`src/rtl/wdt_keyed_pkg.sv`:
```
package wdt_keyed_pkg;

    typedef enum logic [1:0] {
        REG_ACT  = 2'd0,
        REG_TICK = 2'd1,
        REG_CMD  = 2'd2,
        REG_STAT = 2'd3
    } reg_sel_e;

    typedef struct packed {
        logic pin_en;
        logic irq_en;
        logic rst_en;
        logic run;
    } act_t;

    localparam logic [15:0] KEY_ACT  = 16'hA5C3;
    localparam logic [15:0] KEY_TICK = 16'h3C96;
    localparam logic [15:0] KEY_CMD  = 16'hD17E;

endpackage

```
`src/rtl/wdt_keyed_regs.sv`:
```
module wdt_keyed_regs
    import wdt_keyed_pkg::*;
#(
    parameter int NIB_W = 4
) (
    input  logic             clk,
    input  logic             rst_n,
    input  logic [3:0]       bus_addr,
    input  logic             bus_wr,
    input  logic             bus_rd,
    input  logic [31:0]      bus_wdata,
    output logic [31:0]      bus_rdata,
    input  logic             ovf_ev,
    output act_t             act,
    output logic [1:0]       sel,
    output logic [NIB_W-1:0] nib_cur,
    output logic [NIB_W-1:0] nib_next,
    output logic             reload_req
);

    typedef struct packed {
        act_t             act;
        logic [1:0]       sel;
        logic [NIB_W-1:0] nib;
        logic             flag;
    } regs_t;

    regs_t       s_d, s_q;
    reg_sel_e    rsel;
    logic [15:0] key;

    always_comb begin
        s_d        = s_q;
        reload_req = 1'b0;
        rsel       = reg_sel_e'(bus_addr[3:2]);
        key        = bus_wdata[31:16];
        if (bus_wr) begin
            case (rsel)
                REG_ACT: if (key == KEY_ACT) s_d.act = act_t'(bus_wdata[3:0]);
                REG_TICK: if (key == KEY_TICK) begin
                    s_d.sel    = bus_wdata[1:0];
                    s_d.nib    = bus_wdata[2 +: NIB_W];
                    reload_req = 1'b1;
                end
                REG_CMD: if (key == KEY_CMD) reload_req = 1'b1;
                default: ;
            endcase
        end
        s_d.flag = ovf_ev | (s_q.flag & ~(bus_rd && rsel == REG_STAT));
    end

    always_ff @(posedge clk) begin
        if (!rst_n) s_q <= '0;
        else        s_q <= s_d;
    end

    always_comb begin
        bus_rdata = '0;
        case (rsel)
            REG_ACT:  bus_rdata[3:0] = s_q.act;
            REG_TICK: begin
                bus_rdata[1:0]        = s_q.sel;
                bus_rdata[2 +: NIB_W] = s_q.nib;
            end
            REG_STAT: bus_rdata[0] = s_q.flag;
            default:  bus_rdata = '0;
        endcase
    end

    assign act      = s_q.act;
    assign sel      = s_q.sel;
    assign nib_cur  = s_q.nib;
    assign nib_next = s_d.nib;

    assert_bad_key_act_R2: assert property (@(posedge clk) disable iff (!rst_n)
        (bus_wr && bus_addr[3:2] == 2'd0 && bus_wdata[31:16] != KEY_ACT) |=> $stable(act));

    assert_flag_sticky_R8: assert property (@(posedge clk) disable iff (!rst_n)
        ovf_ev |=> bus_rd || (bus_addr[3:2] != 2'd3) || s_q.flag);

endmodule

```
`src/rtl/wdt_keyed_prescale.sv`:
```
module wdt_keyed_prescale #(
    parameter int PRE_W  = 12,
    parameter int TAP[4] = '{5, 7, 10, 12}
) (
    input  logic       clk,
    input  logic       rst_n,
    input  logic [1:0] sel,
    output logic       tick
);

    typedef struct packed {
        logic [PRE_W-1:0] pre;
    } pre_t;

    pre_t       s_d, s_q;
    logic [3:0] taps;

    for (genvar i = 0; i < 4; i++) begin : g_tap
        assign taps[i] = &s_q.pre[TAP[i]-1:0];
    end

    always_comb begin
        s_d     = s_q;
        s_d.pre = s_q.pre + 1'b1;
        tick    = taps[sel];
    end

    always_ff @(posedge clk) begin
        if (!rst_n) s_q <= '0;
        else        s_q <= s_d;
    end

endmodule

```
`src/rtl/wdt_keyed_count.sv`:
```
module wdt_keyed_count #(
    parameter int CNT_W = 16,
    parameter int NIB_W = 4
) (
    input  logic             clk,
    input  logic             rst_n,
    input  logic             tick,
    input  logic             run,
    input  logic             load,
    input  logic [NIB_W-1:0] nib,
    output logic [CNT_W-1:0] cnt,
    output logic             ovf_ev
);

    localparam int LOW_W = CNT_W - NIB_W;

    typedef struct packed {
        logic [CNT_W-1:0] cnt;
    } cnt_t;

    cnt_t             s_d, s_q;
    logic [CNT_W-1:0] reload;

    always_comb begin
        s_d    = s_q;
        ovf_ev = 1'b0;
        reload = {nib, {LOW_W{1'b1}}};
        if (load) begin
            s_d.cnt = reload;
        end else if (run && tick) begin
            if (s_q.cnt == '0) begin
                ovf_ev  = 1'b1;
                s_d.cnt = reload;
            end else begin
                s_d.cnt = s_q.cnt - 1'b1;
            end
        end
    end

    always_ff @(posedge clk) begin
        if (!rst_n) s_q <= '{cnt: {{NIB_W{1'b0}}, {LOW_W{1'b1}}}};
        else        s_q <= s_d;
    end

    assign cnt = s_q.cnt;

    assert_hold_when_stopped_R4: assert property (@(posedge clk) disable iff (!rst_n)
        (!run && !load) |=> $stable(cnt));

endmodule

```
`src/rtl/wdt_keyed_actions.sv`:
```
module wdt_keyed_actions
    import wdt_keyed_pkg::*;
#(
    parameter int PULSE_LEN = 8
) (
    input  logic clk,
    input  logic rst_n,
    input  logic ovf_ev,
    input  act_t act,
    output logic core_rst_pulse,
    output logic irq_pulse,
    output logic ovf_pin_n
);

    localparam int PW = $clog2(PULSE_LEN + 1);

    typedef struct packed {
        logic          rst;
        logic          irq;
        logic [PW-1:0] ext;
    } out_t;

    out_t s_d, s_q;

    always_comb begin
        s_d     = s_q;
        s_d.rst = ovf_ev & act.rst_en;
        s_d.irq = ovf_ev & act.irq_en;
        if (ovf_ev && act.pin_en)  s_d.ext = PW'(PULSE_LEN);
        else if (s_q.ext != '0)    s_d.ext = s_q.ext - 1'b1;
    end

    always_ff @(posedge clk) begin
        if (!rst_n) s_q <= '0;
        else        s_q <= s_d;
    end

    assign core_rst_pulse = s_q.rst;
    assign irq_pulse      = s_q.irq;
    assign ovf_pin_n      = (s_q.ext == '0);

    logic [7:0] low_run_q;
    always_ff @(posedge clk) begin
        if (!rst_n || ovf_pin_n) low_run_q <= '0;
        else if (low_run_q != 8'hFF) low_run_q <= low_run_q + 1'b1;
    end

    assert_irq_single_R5: assert property (@(posedge clk) disable iff (!rst_n)
        irq_pulse |=> !irq_pulse);

    assert_rst_single_R6: assert property (@(posedge clk) disable iff (!rst_n)
        core_rst_pulse |=> !core_rst_pulse);

    assert_pin_width_R7: assert property (@(posedge clk) disable iff (!rst_n)
        $rose(ovf_pin_n) |-> low_run_q >= 8'(PULSE_LEN));

endmodule

```
`src/rtl/wdt_keyed.sv`:
```
module wdt_keyed
    import wdt_keyed_pkg::*;
#(
    parameter int CNT_W     = 16,
    parameter int NIB_W     = 4,
    parameter int PRE_W     = 12,
    parameter int TAP[4]    = '{5, 7, 10, 12},
    parameter int PULSE_LEN = 8
) (
    input  logic        clk,
    input  logic        rst_n,
    input  logic [3:0]  bus_addr,
    input  logic        bus_wr,
    input  logic        bus_rd,
    input  logic [31:0] bus_wdata,
    output logic [31:0] bus_rdata,
    output logic        core_rst_pulse,
    output logic        irq_pulse,
    output logic        ovf_pin_n
);

    localparam int LOW_W = CNT_W - NIB_W;

    act_t             act;
    logic [1:0]       sel;
    logic [NIB_W-1:0] nib_cur, nib_next;
    logic             reload_req, tick, ovf_ev;
    logic [CNT_W-1:0] cnt;

    wdt_keyed_regs #(.NIB_W(NIB_W)) u_regs (
        .clk(clk), .rst_n(rst_n), .bus_addr(bus_addr), .bus_wr(bus_wr),
        .bus_rd(bus_rd), .bus_wdata(bus_wdata), .bus_rdata(bus_rdata),
        .ovf_ev(ovf_ev), .act(act), .sel(sel), .nib_cur(nib_cur),
        .nib_next(nib_next), .reload_req(reload_req)
    );

    wdt_keyed_prescale #(.PRE_W(PRE_W), .TAP(TAP)) u_pre (
        .clk(clk), .rst_n(rst_n), .sel(sel), .tick(tick)
    );

    wdt_keyed_count #(.CNT_W(CNT_W), .NIB_W(NIB_W)) u_cnt (
        .clk(clk), .rst_n(rst_n), .tick(tick), .run(act.run),
        .load(reload_req), .nib(nib_next), .cnt(cnt), .ovf_ev(ovf_ev)
    );

    wdt_keyed_actions #(.PULSE_LEN(PULSE_LEN)) u_act (
        .clk(clk), .rst_n(rst_n), .ovf_ev(ovf_ev), .act(act),
        .core_rst_pulse(core_rst_pulse), .irq_pulse(irq_pulse), .ovf_pin_n(ovf_pin_n)
    );

    assert_cnt_in_range_R3: assert property (@(posedge clk) disable iff (!rst_n)
        cnt <= {nib_cur, {LOW_W{1'b1}}});

endmodule

```
`config.mk`:
```
export PLATFORM = sky130hd
export DESIGN_NAME = wdt_keyed
export DESIGN_NICKNAME = d
export VERILOG_FILES = /design/src/rtl/wdt_keyed_pkg.sv /design/src/rtl/wdt_keyed_regs.sv /design/src/rtl/wdt_keyed_prescale.sv /design/src/rtl/wdt_keyed_count.sv /design/src/rtl/wdt_keyed_actions.sv /design/src/rtl/wdt_keyed.sv
export SDC_FILE = /design/constraint.sdc
export NUM_CORES = 1
export LEC_CHECK = 0
export BUFFER_PORTS_ARGS = -buffer_cell sky130_fd_sc_hd__buf_2
export CORE_ASPECT_RATIO = 0.6
export CORE_UTILIZATION = 52
export DETAILED_ROUTE_END_ITERATION = 8
export PLACE_DENSITY = 0.8
export SLEW_MARGIN = 15
export SYNTH_ARGS = -nofsm -noshare
export SYNTH_HDL_FRONTEND = slang
export SYNTH_SLANG_ARGS = --single-unit
```
`constraint.sdc`:
```
create_clock -name clk -period 2.3 [get_ports clk]
set_input_delay 0.23 -clock clk [delete_from_list [all_inputs] [get_ports clk]]
set_output_delay 0.23 -clock clk [all_outputs]
set_load 0.01 [all_outputs]
```
# Word level (Yosys, flattened, before mapping)
# Cells that the tools add are included.
# word_totals
register_bits	45
n_memories	0
in_bits	40
latch_bits	0
ramBits	0
mem_bits_ro	0
word_cells	67
output_inout_bits	35
# op_classes
n_shift	0
n_eq_ne	6
div	0
n_reduce_logical	17
mul	0
muxes	20
n_addsub	3
bitwise	6
n_lt_le_gt_ge	1
# ops
operator	count
16-bit 2-to-1 mux	3
16-bit == test (second input constant)	2
4-bit 2-to-1 mux	5
16-bit by 14-bit == test with 1-bit output (second input constant)	1
16-bit logical NOT	1
16-bit by 1-bit subtractor with 16-bit output (second input constant)	1
12-bit by 1-bit adder with 12-bit output (second input constant)	1
12-bit AND reduction	1
10-bit AND reduction	1
1-bit 2-to-1 mux	7
7-bit AND reduction	1
3-bit one-hot mux with 2 select lines	1
3-bit AND reduction	2
5-bit AND reduction	1
2-bit == test (second input constant)	2
4-bit logical NOT	1
2-bit nonzero test	2
4-bit nonzero test	1
2-bit OR reduction	2
4-bit by 1-bit subtractor with 4-bit output (second input constant)	1
1-bit bitwise AND	3
1-bit logical AND	3
2-bit by 3-bit less-than comparator with 1-bit output (second input constant)	1
1-bit one-hot mux with 3 select lines	1
7 further kinds	8

# Depth between registers and ports, before layout
# depth
depth_word	8
mapped_depth	9
depth_no_buf	8

# By module
# From an unflattened synthesis, not the netlist that was laid out.
# hier_totals
cells_unflattened	327
hier_area_um2	2824.0
# modules_own_cells
mod	cells_each	area_each_um2	n_inst	seq_area_each_um2
wdt_keyed_regs	125	1092.3	1	220.2
wdt_keyed_count	114	915.9	1	320.3
wdt_keyed_prescale	63	565.5	1	240.2
wdt_keyed_actions	25	250.2	1	120.1

# Least setup slack after synthesis
# No wires, ideal clock.
# synth_timing
kind	flip-flop to flip-flop
startpoint	reg u_pre.s_q[0] (netlist bit)
endpoint	reg u_cnt.s_q, in the netlist u_cnt.cnt[15]
period_less_slack_ns	2.082
path_buffers	0
arrival_time_ns	1.962
path_slack_ns	0.218
required_time_ns	2.180
stages_incl_launch_ff	9
setup_time_ns	0.120
path_cell_list	dfxtp_1 ha_1 and3_1 ha_1 nor4bb_1 a21o_4 nand3_1 o31a_1 o31a_1
# synth_via
elab_chain_len	5
word_cells_on_any_way	8
classes_between	2 x mux; 6 x reduce/logical
# synth_lines
item	line_no	rtl
from (decl)	wdt_keyed_prescale.sv:15	pre_t s_d, s_q;
from (signal assigned)	wdt_keyed_prescale.sv:29	if (!rst_n) s_q <= '0;
from (signal assigned)	wdt_keyed_prescale.sv:30	else s_q <= s_d;
12-bit AND reduction, or another cell as far along	wdt_keyed_prescale.sv:19	assign taps[i] = &s_q.pre[TAP[i]-1:0];
1-bit binary-select mux with 2-bit select *	wdt_keyed_prescale.sv:25	tick = taps[sel];
1-bit 2-to-1 mux (not written as such) *	wdt_keyed_prescale.sv:25	
1-bit logical AND *	wdt_keyed_count.sv:30	end else if (run && tick) begin
2-bit nonzero test (no line) *	n/a	
to (signal assigned)	wdt_keyed_count.sv:41	if (!rst_n) s_q <= '{cnt: {{NIB_W{1'b0}}, {LOW_W{1'b1}}}};
to (decl)	wdt_keyed_count.sv:21	cnt_t s_d, s_q;
# Mark *: on every way between the ends. The rest lies on a longest branch, timed or not. The select of a mux whose other input is x is not followed.
# A chain may end at the register's enable or synchronous reset.

# Worst setup path after layout
# Ends and elaborated chain as after synthesis.

==> flow_metrics.env <==
export IMPL_grt_overflow_total=0
export IMPL_fin_setup_tns_ps=0
export IMPL_setup_ws_ps=98.5
export IMPL_crit_arrival_ps=2390
export IMPL_tightest_slew_ps=573
export IMPL_numCtsBuffers=5
export IMPL_synthToLayoutAreaGrowth_pct=11.0
export IMPL_vias=2083
export IMPL_antenna_cells=0
export IMPL_remaining_drc_errors=0
export IMPL_cts_sinks=45
export IMPL_dp_hpwl_um=4100
export IMPL_timing_slew_headroom_pct=61.8
export IMPL_final_antenna_net_count=0
export IMPL_synth_seq_area_share_pct=35.0
export IMPL_grt_total_usage_pct=21.9
export IMPL_final_area_um2=2860
export IMPL_io_pins=75
export IMPL_setup_viol=0
export IMPL_hold_path_class="primary input to flop"
export IMPL_wl_um=5280
export IMPL_max_freq_mhz=454
export IMPL_ctsHtreeMaxLevel=2
export IMPL_crit_type="flop to flop"
export IMPL_cp_required_ps=2490
export IMPL_avgRoutedWirePerCell_um=13.5
export IMPL_cp_max_fo=12
export IMPL_final_nets=376
export IMPL_yosysUniqueCellTypes=55
export IMPL_synth_edf_count=0
export IMPL_rows=19
export IMPL_synth_largest_area_cell="dfxtp_1"
export IMPL_grt_pass1_vias=1980
export IMPL_grt_pass1_wl_um=9090
export IMPL_rsz0062_at_grt="no"
export IMPL_status="finished, final reports clean"
export IMPL_die_w_um=92.8
export IMPL_maxCapViolCount=0
export IMPL_drt_initial_drc_count=102
export IMPL_insertion_delay_ps=300
export IMPL_start_util_pct=55.2
export IMPL_ys_ff_latch=45
export IMPL_ys_warn_count=0
export IMPL_io_buffer_count=36
export IMPL_finClkSkew_ps=4.36
export IMPL_postCtsSetupBuffers=0
export IMPL_ys_async_sr_fraction_pct=0
export IMPL_gp_congestion=0.874
export IMPL_fin_crit_sh_pct=95.7
export IMPL_hold_start="bus_wdata[0]"
export IMPL_period_minus_slack_ps=2200
export IMPL_postCtsHoldBufs=0
export IMPL_vdd_drop_max_mv=0.309
export IMPL_final_cells=390
export IMPL_synth_ff_type="dfxtp_1"
export IMPL_powerDensity_nw_per_um2=565
export IMPL_clockBufferDepth=2
export IMPL_dpl_worst_slack_ps=106
export IMPL_leakage_nw=1.27
export IMPL_die_area_um2=5240
export IMPL_final_max_slew_viol_count=0
export IMPL_final_common_cell="dfxtp_1"
export IMPL_synth_top_cell_area_share_pct=35.0
export IMPL_grt_max_degree=18
export IMPL_placed_cell_area_um2=2760
export IMPL_dr_pass1_iters=5
export IMPL_hold_violations=0
export IMPL_clock_root_buffer="clkbuf_8"
export IMPL_avgSynthCellArea_um2=9.06
export IMPL_mostFrequentLayoutCells="dfxtp_1, buf_2, nor2_1"
export IMPL_dp_cells=382
export IMPL_clk_pin_slew_worst_paths_ps=80
export IMPL_r2r_start="u_pre.s_q[0]$_SDFF_PN0_"
export IMPL_die_h_um=56.5
export IMPL_drive_gt1_share_pct=19.3
export IMPL_syn_inst=284
export IMPL_antenna_found_initial=0
export IMPL_core_um2=4660
export IMPL_post_cts_resized=0
export IMPL_viasPerCell=5.34
export IMPL_cts_tree="built"
export IMPL_end_kind="flop"
export IMPL_crit_start="u_pre.s_q[0]$_SDFF_PN0_"
export IMPL_syn_area_um2=2570
export IMPL_ys_top_cells_by_area="dfxtp_1, buf_4, xor2_1"
export IMPL_worstSetupStartpointType="flop"
-- sequential cells by signal, summed over array words and instances (netlist names) --
signal / cells
u_act.s_q: 4
u_regs.act: 4
u_cnt.cnt: 16
u_regs.s_q: 1
u_act.core_rst_pulse: 1
u_regs.sel: 2
u_pre.s_q: 12
u_regs.nib_cur: 4
u_act.irq_pulse: 1
-- per-stage QoR --
| stage | hold slack, ps | power, mW | util, % |
|---|---|---|---|
| floorplan | 374 | 1.04 | - |
| global placement | 442 | 1.07 | 59.1 |
| detailed placement | 456 | 1.09 | 59.1 |
| CTS | 180 | 1.62 | 61.3 |
| global route | 181 | 1.69 | 61.3 |
| finish | 182 | 1.61 | 61.3 |
-- final timing paths --
path / end / slack (ps) / depth (start not counted)
setup / recovery: u_cnt.cnt[15]$_SDFFE_PN0P_ / 100 / 9
hold / removal: u_regs.sel[0]$_SDFFE_PN0P_ / 180 / 3
setup reg to reg: u_cnt.cnt[15]$_SDFFE_PN0P_ / 100 / 9
hold reg to reg: u_pre.s_q[0]$_SDFF_PN0_ / 470 / 1
-- per-layer routing --
layer  track usage, %  share of wire (%)  vias to the layer above
li1                 -                  -                     1033
met1             31.8                 51                      983
met2             32.6                 42                       61
met3             5.42                6.0                        6
met4             4.62               0.66                        0
met5                0                  0                        -
-- kinds of logic after synthesis --
kind of cell	share of synthesized area, %
compound gates	11.6
xor+xnor	7.15
fa+ha+maj	4.86
buf+inv	10.2
flops	35.0
mux	4.52
other cells	0.146
simple gates	26.5
-- synthesized netlist by cell type (2+ instances only) --
library cell	count
nor2b_1	2
mux2i_1	9
a31oi_1	3
nand4_1	7
and4_1	3
o31a_1	2
dfxtp_1	45
nand3b_1	4
nand4b_1	4
nand2b_1	2
ha_1	10
nand3_1	11
nand2_1	19
nor3_1	3
buf_4	26
a22o_1	6
and2_1	10
nor4b_1	4
nor2_1	30
a21oi_1	2
buf_2	5
and3_1	8
o21ai_0	5
a21boi_0	3
clkbuf_1	3
inv_1	8
xnor2_1	6
nor4_4	2
xor2_1	15
o21a_1	2
-- final cells by class --
type	count	area, µm²
clock buffer	7	96.3
clock inverter	1	5.00
fill	411	1800
inverter	8	30.0
multi-input combinational	222	1510
sequential	45	901
tap	63	78.8
timing repair buffer	44	240
-- power breakdown --
| part | internal [mW] | total, mW | switching, mW |
|---|---|---|---|
| Clock | 0.272 | 0.542 | 0.270 |
| Sequential | 0.808 | 0.832 | 0.0244 |
| Combinational | 0.107 | 0.239 | 0.133 |
| Total | 1.19 | 1.61 | 0.427 |
-- critical path, cell delays in order (launching register included) --
cell and delay, ps:
dfxtp_1 380, ha_1 210, and3_1 160, ha_1 120, nor4bb_1 260, buf_4 170
a21o_4 160, nand3_1 120, o31a_1 250, o31a_1 270
Power figures use the tool's default switching activity.
